`src/rtl/mac_pkg.sv`:
```
package mac_pkg;
  typedef struct packed {
    logic blk;
    logic sub;
    logic acc_en;
    logic square;
    logic single;
    logic uns;
  } mac_ctrl_t;

  localparam int CTRL_BITS = 6;
  localparam int CLR_BIT   = 6;
  localparam int ADDR_CTRL = 0;
  localparam int ADDR_OPA  = 1;
  localparam int ADDR_OPB  = 2;
  localparam int ADDR_ACC0 = 3;
endpackage

```
`src/rtl/mac_operand_ctrl.sv`:
```
module mac_operand_ctrl
  import mac_pkg::*;
#(
  parameter int DATA_W = 16,
  parameter int AW     = 3
) (
  input  logic              clk,
  input  logic              rst_n,
  input  logic              wr_en,
  input  logic [AW-1:0]     wr_addr,
  input  logic [DATA_W-1:0] wr_data,
  output mac_ctrl_t         ctrl,
  output logic [DATA_W-1:0] op_a,
  output logic [DATA_W-1:0] op_b,
  output logic              fire
);
  logic is_ctrl, is_a, is_b, trigger;
  logic a_seen, b_seen;

  always_comb begin
    is_ctrl = wr_en && (wr_addr == AW'(ADDR_CTRL));
    is_a    = wr_en && (wr_addr == AW'(ADDR_OPA));
    is_b    = wr_en && (wr_addr == AW'(ADDR_OPB));
    trigger = (is_a || is_b) &&
              (ctrl.square || ctrl.single || (is_a && b_seen) || (is_b && a_seen));
  end

  always_ff @(posedge clk or negedge rst_n) begin
    if (!rst_n) begin
      ctrl   <= '0;
      op_a   <= '0;
      op_b   <= '0;
      a_seen <= 1'b0;
      b_seen <= 1'b0;
      fire   <= 1'b0;
    end else begin
      fire <= trigger;
      if (is_ctrl) begin
        ctrl   <= mac_ctrl_t'(wr_data[CTRL_BITS-1:0]);
        a_seen <= 1'b0;
        b_seen <= 1'b0;
        if (wr_data[CLR_BIT]) begin
          op_a <= '0;
          op_b <= '0;
        end
      end else if (is_a || is_b) begin
        if (ctrl.square) begin
          op_a <= wr_data;
          op_b <= wr_data;
        end else if (is_a) begin
          op_a <= wr_data;
        end else begin
          op_b <= wr_data;
        end
        if (trigger) begin
          a_seen <= 1'b0;
          b_seen <= 1'b0;
        end else if (is_a) begin
          a_seen <= 1'b1;
        end else begin
          b_seen <= 1'b1;
        end
      end
    end
  end

  p_ctrl_clears_count_r5: assert property (@(posedge clk) disable iff (!rst_n)
    is_ctrl |=> (!a_seen && !b_seen));
  p_square_mirror_r4: assert property (@(posedge clk) disable iff (!rst_n)
    (fire && ctrl.square) |-> (op_a == op_b));
  p_pair_needs_both_r2: assert property (@(posedge clk) disable iff (!rst_n)
    (is_b && !a_seen && !ctrl.single && !ctrl.square) |=> !fire);
  p_single_fires_r3: assert property (@(posedge clk) disable iff (!rst_n)
    ((is_a || is_b) && ctrl.single) |=> fire);
endmodule

```
`src/rtl/mac_arith.sv`:
```
module mac_arith #(
  parameter int DATA_W    = 16,
  parameter int ACC_WORDS = 3,
  localparam int ACC_W  = DATA_W * ACC_WORDS,
  localparam int PROD_W = 2 * DATA_W,
  localparam int PF_W   = 2 * DATA_W + 2
) (
  input  logic              uns,
  input  logic              acc_en,
  input  logic              sub,
  input  logic [DATA_W-1:0] op_a,
  input  logic [DATA_W-1:0] op_b,
  input  logic [ACC_W-1:0]  acc,
  output logic [ACC_W-1:0]  res,
  output logic [PROD_W-1:0] prod,
  output logic              ovf
);
  logic signed [DATA_W:0] a_x, b_x;
  logic signed [PF_W-1:0] p_full;
  logic [ACC_W-1:0] ext, opnd, store;
  logic [ACC_W:0]   sum;
  logic c_out, c_sign_in;

  always_comb begin
    a_x    = {(~uns) & op_a[DATA_W-1], op_a};
    b_x    = {(~uns) & op_b[DATA_W-1], op_b};
    p_full = a_x * b_x;
    ext    = {{(ACC_W-PF_W){p_full[PF_W-1]}}, p_full};
    store  = sub ? (~ext + ACC_W'(1)) : ext;
    opnd   = sub ? ~ext : ext;
    sum    = {1'b0, acc} + {1'b0, opnd} + {{ACC_W{1'b0}}, sub};
    c_out  = sum[ACC_W];
    c_sign_in = sum[ACC_W-1] ^ acc[ACC_W-1] ^ opnd[ACC_W-1];
    prod   = store[PROD_W-1:0];
    if (acc_en) begin
      res = sum[ACC_W-1:0];
      ovf = uns ? (c_out ^ sub) : (c_out ^ c_sign_in);
    end else begin
      res = store;
      ovf = uns & sub;
    end
  end
endmodule

```
`src/rtl/mac_state.sv`:
```
module mac_state
  import mac_pkg::*;
#(
  parameter int DATA_W    = 16,
  parameter int ACC_WORDS = 3,
  parameter int AW        = 3,
  localparam int ACC_W  = DATA_W * ACC_WORDS,
  localparam int PROD_W = 2 * DATA_W
) (
  input  logic              clk,
  input  logic              rst_n,
  input  logic              wr_en,
  input  logic [AW-1:0]     wr_addr,
  input  logic [DATA_W-1:0] wr_data,
  input  logic              fire,
  input  mac_ctrl_t         ctrl,
  input  logic [ACC_W-1:0]  res,
  input  logic [PROD_W-1:0] prod_in,
  input  logic              ovf_in,
  output logic [ACC_W-1:0]  acc,
  output logic [PROD_W-1:0] prod,
  output logic              ovf
);
  logic [ACC_WORDS-1:0] hit;

  for (genvar i = 0; i < ACC_WORDS; i++) begin : g_word
    assign hit[i] = wr_en && (wr_addr == AW'(ADDR_ACC0 + i));
    always_ff @(posedge clk or negedge rst_n) begin
      if (!rst_n) begin
        acc[i*DATA_W +: DATA_W] <= '0;
      end else if (hit[i]) begin
        acc[i*DATA_W +: DATA_W] <= wr_data;
      end else if (fire && !ctrl.blk) begin
        acc[i*DATA_W +: DATA_W] <= res[i*DATA_W +: DATA_W];
      end
    end
  end

  always_ff @(posedge clk or negedge rst_n) begin
    if (!rst_n) begin
      prod <= '0;
      ovf  <= 1'b0;
    end else if (fire) begin
      prod <= prod_in;
      ovf  <= ovf_in;
    end
  end

  p_block_holds_r11: assert property (@(posedge clk) disable iff (!rst_n)
    (fire && ctrl.blk && (hit == '0)) |=> $stable(acc));
  p_prod_tracks_r11: assert property (@(posedge clk) disable iff (!rst_n)
    fire |=> (prod == $past(prod_in)));
  p_sw_write_wins_r12: assert property (@(posedge clk) disable iff (!rst_n)
    hit[0] |=> (acc[DATA_W-1:0] == $past(wr_data)));
  p_store_clears_ovf_r10: assert property (@(posedge clk) disable iff (!rst_n)
    (fire && !ctrl.acc_en && !(ctrl.uns && ctrl.sub)) |=> !ovf);
endmodule

```
`src/rtl/mac_unit.sv`:
```
module mac_unit
  import mac_pkg::*;
#(
  parameter int DATA_W    = 16,
  parameter int ACC_WORDS = 3,
  localparam int ACC_W     = DATA_W * ACC_WORDS,
  localparam int PROD_W    = 2 * DATA_W,
  localparam int PROD_BASE = ADDR_ACC0 + ACC_WORDS,
  localparam int AW        = $clog2(PROD_BASE + 2)
) (
  input  logic              clk,
  input  logic              rst_n,
  input  logic              wr_en,
  input  logic [AW-1:0]     wr_addr,
  input  logic [DATA_W-1:0] wr_data,
  input  logic [AW-1:0]     rd_addr,
  output logic [DATA_W-1:0] rd_data,
  output logic [ACC_W-1:0]  acc_o,
  output logic [PROD_W-1:0] prod_o,
  output logic              ovf_o
);
  mac_ctrl_t         ctrl;
  logic [DATA_W-1:0] op_a, op_b;
  logic              fire;
  logic [ACC_W-1:0]  res;
  logic [PROD_W-1:0] prod_c;
  logic              ovf_c;

  mac_operand_ctrl #(.DATA_W(DATA_W), .AW(AW)) u_ops (
    .clk(clk), .rst_n(rst_n), .wr_en(wr_en), .wr_addr(wr_addr), .wr_data(wr_data),
    .ctrl(ctrl), .op_a(op_a), .op_b(op_b), .fire(fire)
  );

  mac_arith #(.DATA_W(DATA_W), .ACC_WORDS(ACC_WORDS)) u_arith (
    .uns(ctrl.uns), .acc_en(ctrl.acc_en), .sub(ctrl.sub),
    .op_a(op_a), .op_b(op_b), .acc(acc_o),
    .res(res), .prod(prod_c), .ovf(ovf_c)
  );

  mac_state #(.DATA_W(DATA_W), .ACC_WORDS(ACC_WORDS), .AW(AW)) u_state (
    .clk(clk), .rst_n(rst_n), .wr_en(wr_en), .wr_addr(wr_addr), .wr_data(wr_data),
    .fire(fire), .ctrl(ctrl), .res(res), .prod_in(prod_c), .ovf_in(ovf_c),
    .acc(acc_o), .prod(prod_o), .ovf(ovf_o)
  );

  always_comb begin
    rd_data = '0;
    if (rd_addr == AW'(ADDR_CTRL)) rd_data = DATA_W'(ctrl);
    if (rd_addr == AW'(ADDR_OPA))  rd_data = op_a;
    if (rd_addr == AW'(ADDR_OPB))  rd_data = op_b;
    for (int i = 0; i < ACC_WORDS; i++)
      if (rd_addr == AW'(ADDR_ACC0 + i)) rd_data = acc_o[i*DATA_W +: DATA_W];
    for (int j = 0; j < 2; j++)
      if (rd_addr == AW'(PROD_BASE + j)) rd_data = prod_o[j*DATA_W +: DATA_W];
  end
endmodule

```
`config.mk`:
```
export PLATFORM = sky130hd
export DESIGN_NAME = mac_unit
export DESIGN_NICKNAME = d
export VERILOG_FILES = /design/src/rtl/mac_pkg.sv /design/src/rtl/mac_operand_ctrl.sv /design/src/rtl/mac_arith.sv /design/src/rtl/mac_state.sv /design/src/rtl/mac_unit.sv
export SDC_FILE = /design/constraint.sdc
export NUM_CORES = 1
export LEC_CHECK = 0
export ABC_AREA = 1
export BUFFER_PORTS_ARGS = -buffer_cell sky130_fd_sc_hd__buf_2
export CAP_MARGIN = 20
export CORE_AREA = 4 4 223 225
export DETAILED_ROUTE_END_ITERATION = 16
export DIE_AREA = 0 0 227 229
export PLACE_DENSITY = 0.65
export SLEW_MARGIN = 20
export SYNTH_ARGS = -nofsm -noshare
export SYNTH_HDL_FRONTEND = slang
export SYNTH_SLANG_ARGS = --single-unit
```
`constraint.sdc`:
```
create_clock -name clk -period 11.3 [get_ports clk]
set_input_delay 1.695 -clock clk [delete_from_list [all_inputs] [get_ports clk]]
set_output_delay 1.695 -clock clk [all_outputs]
set_load 0.05 [all_outputs]
```
==> flow_summary.ini, run 1 <==
[placed_design]
placed_cells = 4040
post-dp-hpwl_um = 72100
place_area_um2 = 24300
portBuffers = 121
place_congestion = 1.06

[clock_tree]
clk_path_buf_depth = 2
cts_tree = yes
cts_inserted_buffers = 17
post_cts_resize_count = 0
clockRootBuffer = clkbuf_16
numClockSinks = 122
clk_pin_slew_worst_paths_ns = 0.07
cts_setup_buffers = 0
htree_levels = 4
cts.hold.buffers_added = 0
clk_latency_ns = 0.45

[job]
maxCapViolations = 0

[detailed_routing]
firstDrtPassIters = 10
wl_per_cell_um = 21.3
wl_um = 86700
avgViaCountPerCell = 5.55
drc = 0
routed-via-count = 22600
detail-route-antenna-nets = 0
drtIter0Drc = 2672

[timing]
max_slew_margin_pct = 29.8
setup_viol = 0
finalCritPeriodShare_pct = 89.4
min_period_ns = 10.10
max_slew.worst_pin.slew_ns = 1.05
skew_ns = 0.0129
max_freq_mhz = 99.0
hold_violations = 0
rsz0062_at_grt = false
slew_viol_final = 0
finalSetupTns_ns = 0

[global_route]
antenna_found_initial = 1
grt_pass1_vias = 21800
grt_overflow = 0
grt.total_usage_pct = 33.7
grt_pass1_wl_um = 133000
grt_max_degree = 65

[floorplan]
initial_utilization_pct = 48.6
die_h_um = 229
core_um2 = 47500
die_w_um = 227
pin_count = 122
rows = 80
die-area_um2 = 52000

[outcome]
status = finished clean

[yosys]
netlist_area_um2 = 23100
synth.distinct_cells = 48
synth-seq-cells = 122
syn_nets = 3843
async_flop_share_pct = 100
ys_warn_count = 0
netlist_instances = 3387
synth_enable_flop_cells = 0
syn_area_per_cell_um2 = 6.82
synth_top_flop_cell = dfrtp_1
yosysSeqAreaShare_pct = 13.2

[final_layout]
fin_nets = 3900
n_antenna_cell = 0
design_area_um2 = 24900
area_delta_synth_final_pct = 7.79
layout-drive-gt1-share_pct = 7.20
stdcell_count = 4072

[critical_path]
cp_slowest_cell = dfrtp_1
critPathLaunchType = register
arrival_ns = 10.42
path_max_fanout = 20
end_kind = register
path_common_cell = nand2_1
critPathMaxStageDelay_ns = 0.78
crit_required_ns = 11.62
worstSetupPathType = reg2reg

[min_path]
hold_path.class = reg2reg
## Yosys cell counts, types with 44 or more instances
master	count	area [um2]
nand3_1	124	621
dfrtp_1	122	3050
nand4_1	44	275
nand2_1	952	3570
a21oi_1	109	546
xor2_1	65	569
nor2_1	228	856
o21ai_0	174	871
clkbuf_1	97	364
inv_1	770	2890
ha_1	134	1680
fa_1	297	5950
## path summary, 6_finish.rpt
| check | cells past startpoint | start | slack [ns] | end |
|---|---|---|---|---|
| worst min-delay path | 2 | u_ops.b_seen | 0.50 | u_ops.b_seen |
| max in group asynchronous | 2 | rst_n | 8.52 | u_state.prod[11] |
| worst min register to register | 2 | u_ops.b_seen | 0.50 | u_ops.b_seen |
| worst max register to register | 34 | u_ops.op_b[15] | 1.20 | u_state.acc[39] |
| min in group asynchronous | 1 | rst_n | 1.33 | u_ops.b_seen |
| worst max-delay path | 34 | u_ops.op_b[15] | 1.20 | u_state.acc[39] |
## layout by cell type, fill, tap and decap left out, types with 65 or more instances in the layout
master	instances
a21oi_1	107
buf_2	120
dfrtp_1	121
fa_1	297
ha_1	134
inv_1	770
nand2_1	952
nand3_1	124
nor2_1	225
o21ai_0	174
xor2_1	65
## critical path, delay by kind of cell, from the launching register on
family | cells | cell delay (ns)
adder cells (fa/ha/maj) | 8 | 4.17
flip-flops | 1 | 0.78
AO/OA/AOI/OAI | 3 | 0.40
AND/OR/NAND/NOR | 18 | 3.74
buffers and inverters | 5 | 0.85
## routing by layer
layer	GRT usage, %	up-vias	part of all wire [%]
li1	-	10400	-
met1	50.4	10800	43
met2	49.1	1213	42
met3	7.94	164	11
met4	9.44	0	3.3
met5	0	-	0
## sequential cells by signal, summed over array words and instances, names as in the netlist
name	count
u_state.prod	32
u_ops.op_b	16
u_ops.a_seen	1
u_state.ovf	1
u_ops.ctrl	6
u_state.acc	48
u_ops.fire	1
u_ops.op_a	16
u_ops.b_seen	1
## kinds of logic (layout without fill, tap and decap cells)
kind of cell               after synthesis  after routing  share of synthesized area (%)
AOI/OAI and AO/OA                      412            412                           10.2
DFF                                    122            122                           13.2
and+or+nand+nor                       1438           1438                           25.5
buffers and inverters                  896            966                           14.6
muxes                                    2              2                         0.0975
xor gates and xnor gates                86             86                           3.33
adders and majority gates              431            431                           33.0
## metrics by stage
| stage | utilization (%) | setup WS (ns) | hold slack (ns) |
|---|---|---|---|
| CTS | 52.3 | 1.42 | 0.504 |
| floorplan | - | 3.28 | 0.453 |
| global placement | 51.1 | 1.46 | 0.489 |
| global route | 52.4 | 0.610 | 0.544 |
| finish | 52.4 | 1.20 | 0.502 |
| detailed placement | 51.1 | 1.44 | 0.488 |
## cell type report
type / count / area, um2
Fill cell: 4879 / 22600
Multi-Input combinational cell: 2369 / 16700
Sequential cell: 122 / 3050
Inverter: 782 / 2940
Timing Repair Buffer: 152 / 841
Tap cell: 615 / 769
Clock buffer: 19 / 453
Clock inverter: 13 / 133
Power of run 1 is left out: the tool's default activity adds up to more than one toggle a clock period on the data nets, which glitch-free logic cannot reach.
==> inputs of run 2 (changes only) <==
--- a/config.mk
+++ b/config.mk
@@ -7,11 +7,10 @@
 export LEC_CHECK = 0
 export ABC_AREA = 1
 export BUFFER_PORTS_ARGS = -buffer_cell sky130_fd_sc_hd__buf_2
-export CAP_MARGIN = 20
-export CORE_AREA = 4 4 223 225
+export CORE_AREA = 4 4 194 196
 export DETAILED_ROUTE_END_ITERATION = 16
-export DIE_AREA = 0 0 227 229
-export PLACE_DENSITY = 0.65
+export DIE_AREA = 0 0 198 200
+export PLACE_DENSITY = 0.83
 export SLEW_MARGIN = 20
 export SYNTH_ARGS = -nofsm -noshare
 export SYNTH_HDL_FRONTEND = slang
==> run 2 against run 1 <==
Against the previous run: sequential cell count stayed put; first-iteration DRC count is 14% higher; design area is 0.80% lower; via count is 6.0% higher; register-to-register slack worse by 0.05 ns; critical path depth is 7 higher; cell count is 3.7% lower; non-clock buffer count is 4 lower; worst setup slack worse by 0.050 ns; global-route usage is 13 points higher; count of clock-buffer cells in the layout is 2 lower; maximum frequency is 0.49% lower; critical endpoint is now u_state.acc[40].
==> flow_summary.ini, run 2 (synthesized netlist as in run 1, its figures left out) <==
[outcome]
status = finished clean

[global_route]
grt_pass1_wl_um = 139000
grt_overflow = 0
grt_max_degree = 81
grt_pass1_vias = 23800
grt.total_usage_pct = 46.6
antenna_found_initial = 7

[floorplan]
die_h_um = 200
core_um2 = 36100
initial_utilization_pct = 64.0
die-area_um2 = 39600
die_w_um = 198
pin_count = 122
rows = 70

[clock_tree]
cts.hold.buffers_added = 0
htree_levels = 4
cts_tree = yes
cts_setup_buffers = 0
clk_latency_ns = 0.45
cts_inserted_buffers = 17
numClockSinks = 122
clockRootBuffer = clkbuf_16
clk_path_buf_depth = 2
clk_pin_slew_worst_paths_ns = 0.07
post_cts_resize_count = 0

[detailed_routing]
drtIter0Drc = 3050
firstDrtPassIters = 7
wl_per_cell_um = 23.4
avgViaCountPerCell = 6.11
drc = 0
wl_um = 91700
detail-route-antenna-nets = 0
routed-via-count = 24000

[critical_path]
crit_family = adder cells
r2r_cells = 41
rr_endpoint = u_state.acc[40]
rrSetupSlack_ns = 1.15
critPathLaunch = u_ops.op_b[15]
path_common_cell = inv_1
worstSetupPathType = reg2reg
path_max_fanout = 17
end_kind = register
crit_buf_inv = 11
critPathLaunchType = register
critPathMaxStageDelay_ns = 0.97
rr_startpoint = u_ops.op_b[15]
cp_slowest_cell = dfrtp_1
crit_required_ns = 11.69
arrival_ns = 10.54

[final_layout]
mostFrequentLayoutCells = 952 x nand2_1, 770 x inv_1, 297 x fa_1
n_antenna_cell = 0
top_regs = u_state.acc x48, u_state.prod x32
fin_nets = 3896
area_delta_synth_final_pct = 6.93
regArea_um2 = 3050
layout-drive-gt1-share_pct = 7.04
final_common_cell = nand2_1
multiInputGateArea_um2 = 16700
fillers = 3001
regMostFlops = u_state.acc
largest_register_ffs = 48

[timing]
max_freq_mhz = 98.5
max_slew_margin_pct = 16.2
max_slew.worst_pin.slew_ns = 1.23
rsz0062_at_grt = false
hold_violations = 0
skew_ns = 0.0162
setup_viol = 0
whs_ns = 0.524
finalSetupTns_ns = 0
min_period_ns = 10.15
slew_viol_final = 0
finalCritPeriodShare_pct = 89.8

[placed_design]
post-dp-hpwl_um = 74800
place_congestion = 1.17
portBuffers = 121

[job]
maxCapViolations = 0

[min_path]
hold_depth = 2
worstHoldEndpoint = u_state.prod[13]
hp-start = u_state.prod[13]
hold_path.class = reg2reg
run 2: area by class of cell:
cell class              instances  share of cell area (%)
multi-input cells            2369                    67.7
flip-flops and latches        122                    12.4
inverters                     782                    11.9
repair buffers                148                    3.30
well taps                     468                    2.37
clock buffers                  17                    1.72
clock inverters                15                   0.674
run 2: metal layers:
layer | track usage [%] | vias to the layer above | share of wire (%)
li1 | - | 10400 | -
met1 | 62.1 | 11200 | 36
met2 | 67.0 | 1934 | 41
met3 | 17.2 | 411 | 16
met4 | 23.5 | 10 | 6.4
met5 | 1.79 | - | 0.17
run 2: tightest hold or removal path, stage by stage (launching register included):
cell,delay [ns]
dfrtp_1,0.38
nand2_1,0.06
o21ai_0,0.06
run 2: worst max path at each step:
| stage | to | slack (ns) | cells after the start |
|---|---|---|---|
| CTS | u_state.ovf | 1.42 | 38 |
| floorplan | u_state.ovf | 3.28 | 44 |
| global route | u_state.ovf | 0.43 | 38 |
| global placement | u_state.ovf | 1.74 | 38 |
| finish | u_state.acc[40] | 1.15 | 41 |
| detailed placement | u_state.ovf | 1.46 | 38 |
run 2: through the flow:
step	util, %	area [um2]	setup slack (ns)	instances
after floorplan	-	23100	3.28	3387
after global placement	66.8	24100	1.74	3889
after detailed placement	66.8	24100	1.46	3889
after CTS	68.4	24700	1.42	3921
after global routing	68.5	24700	0.428	3921
final	68.5	24700	1.15	3921
Power of run 2 is left out for the same reason.
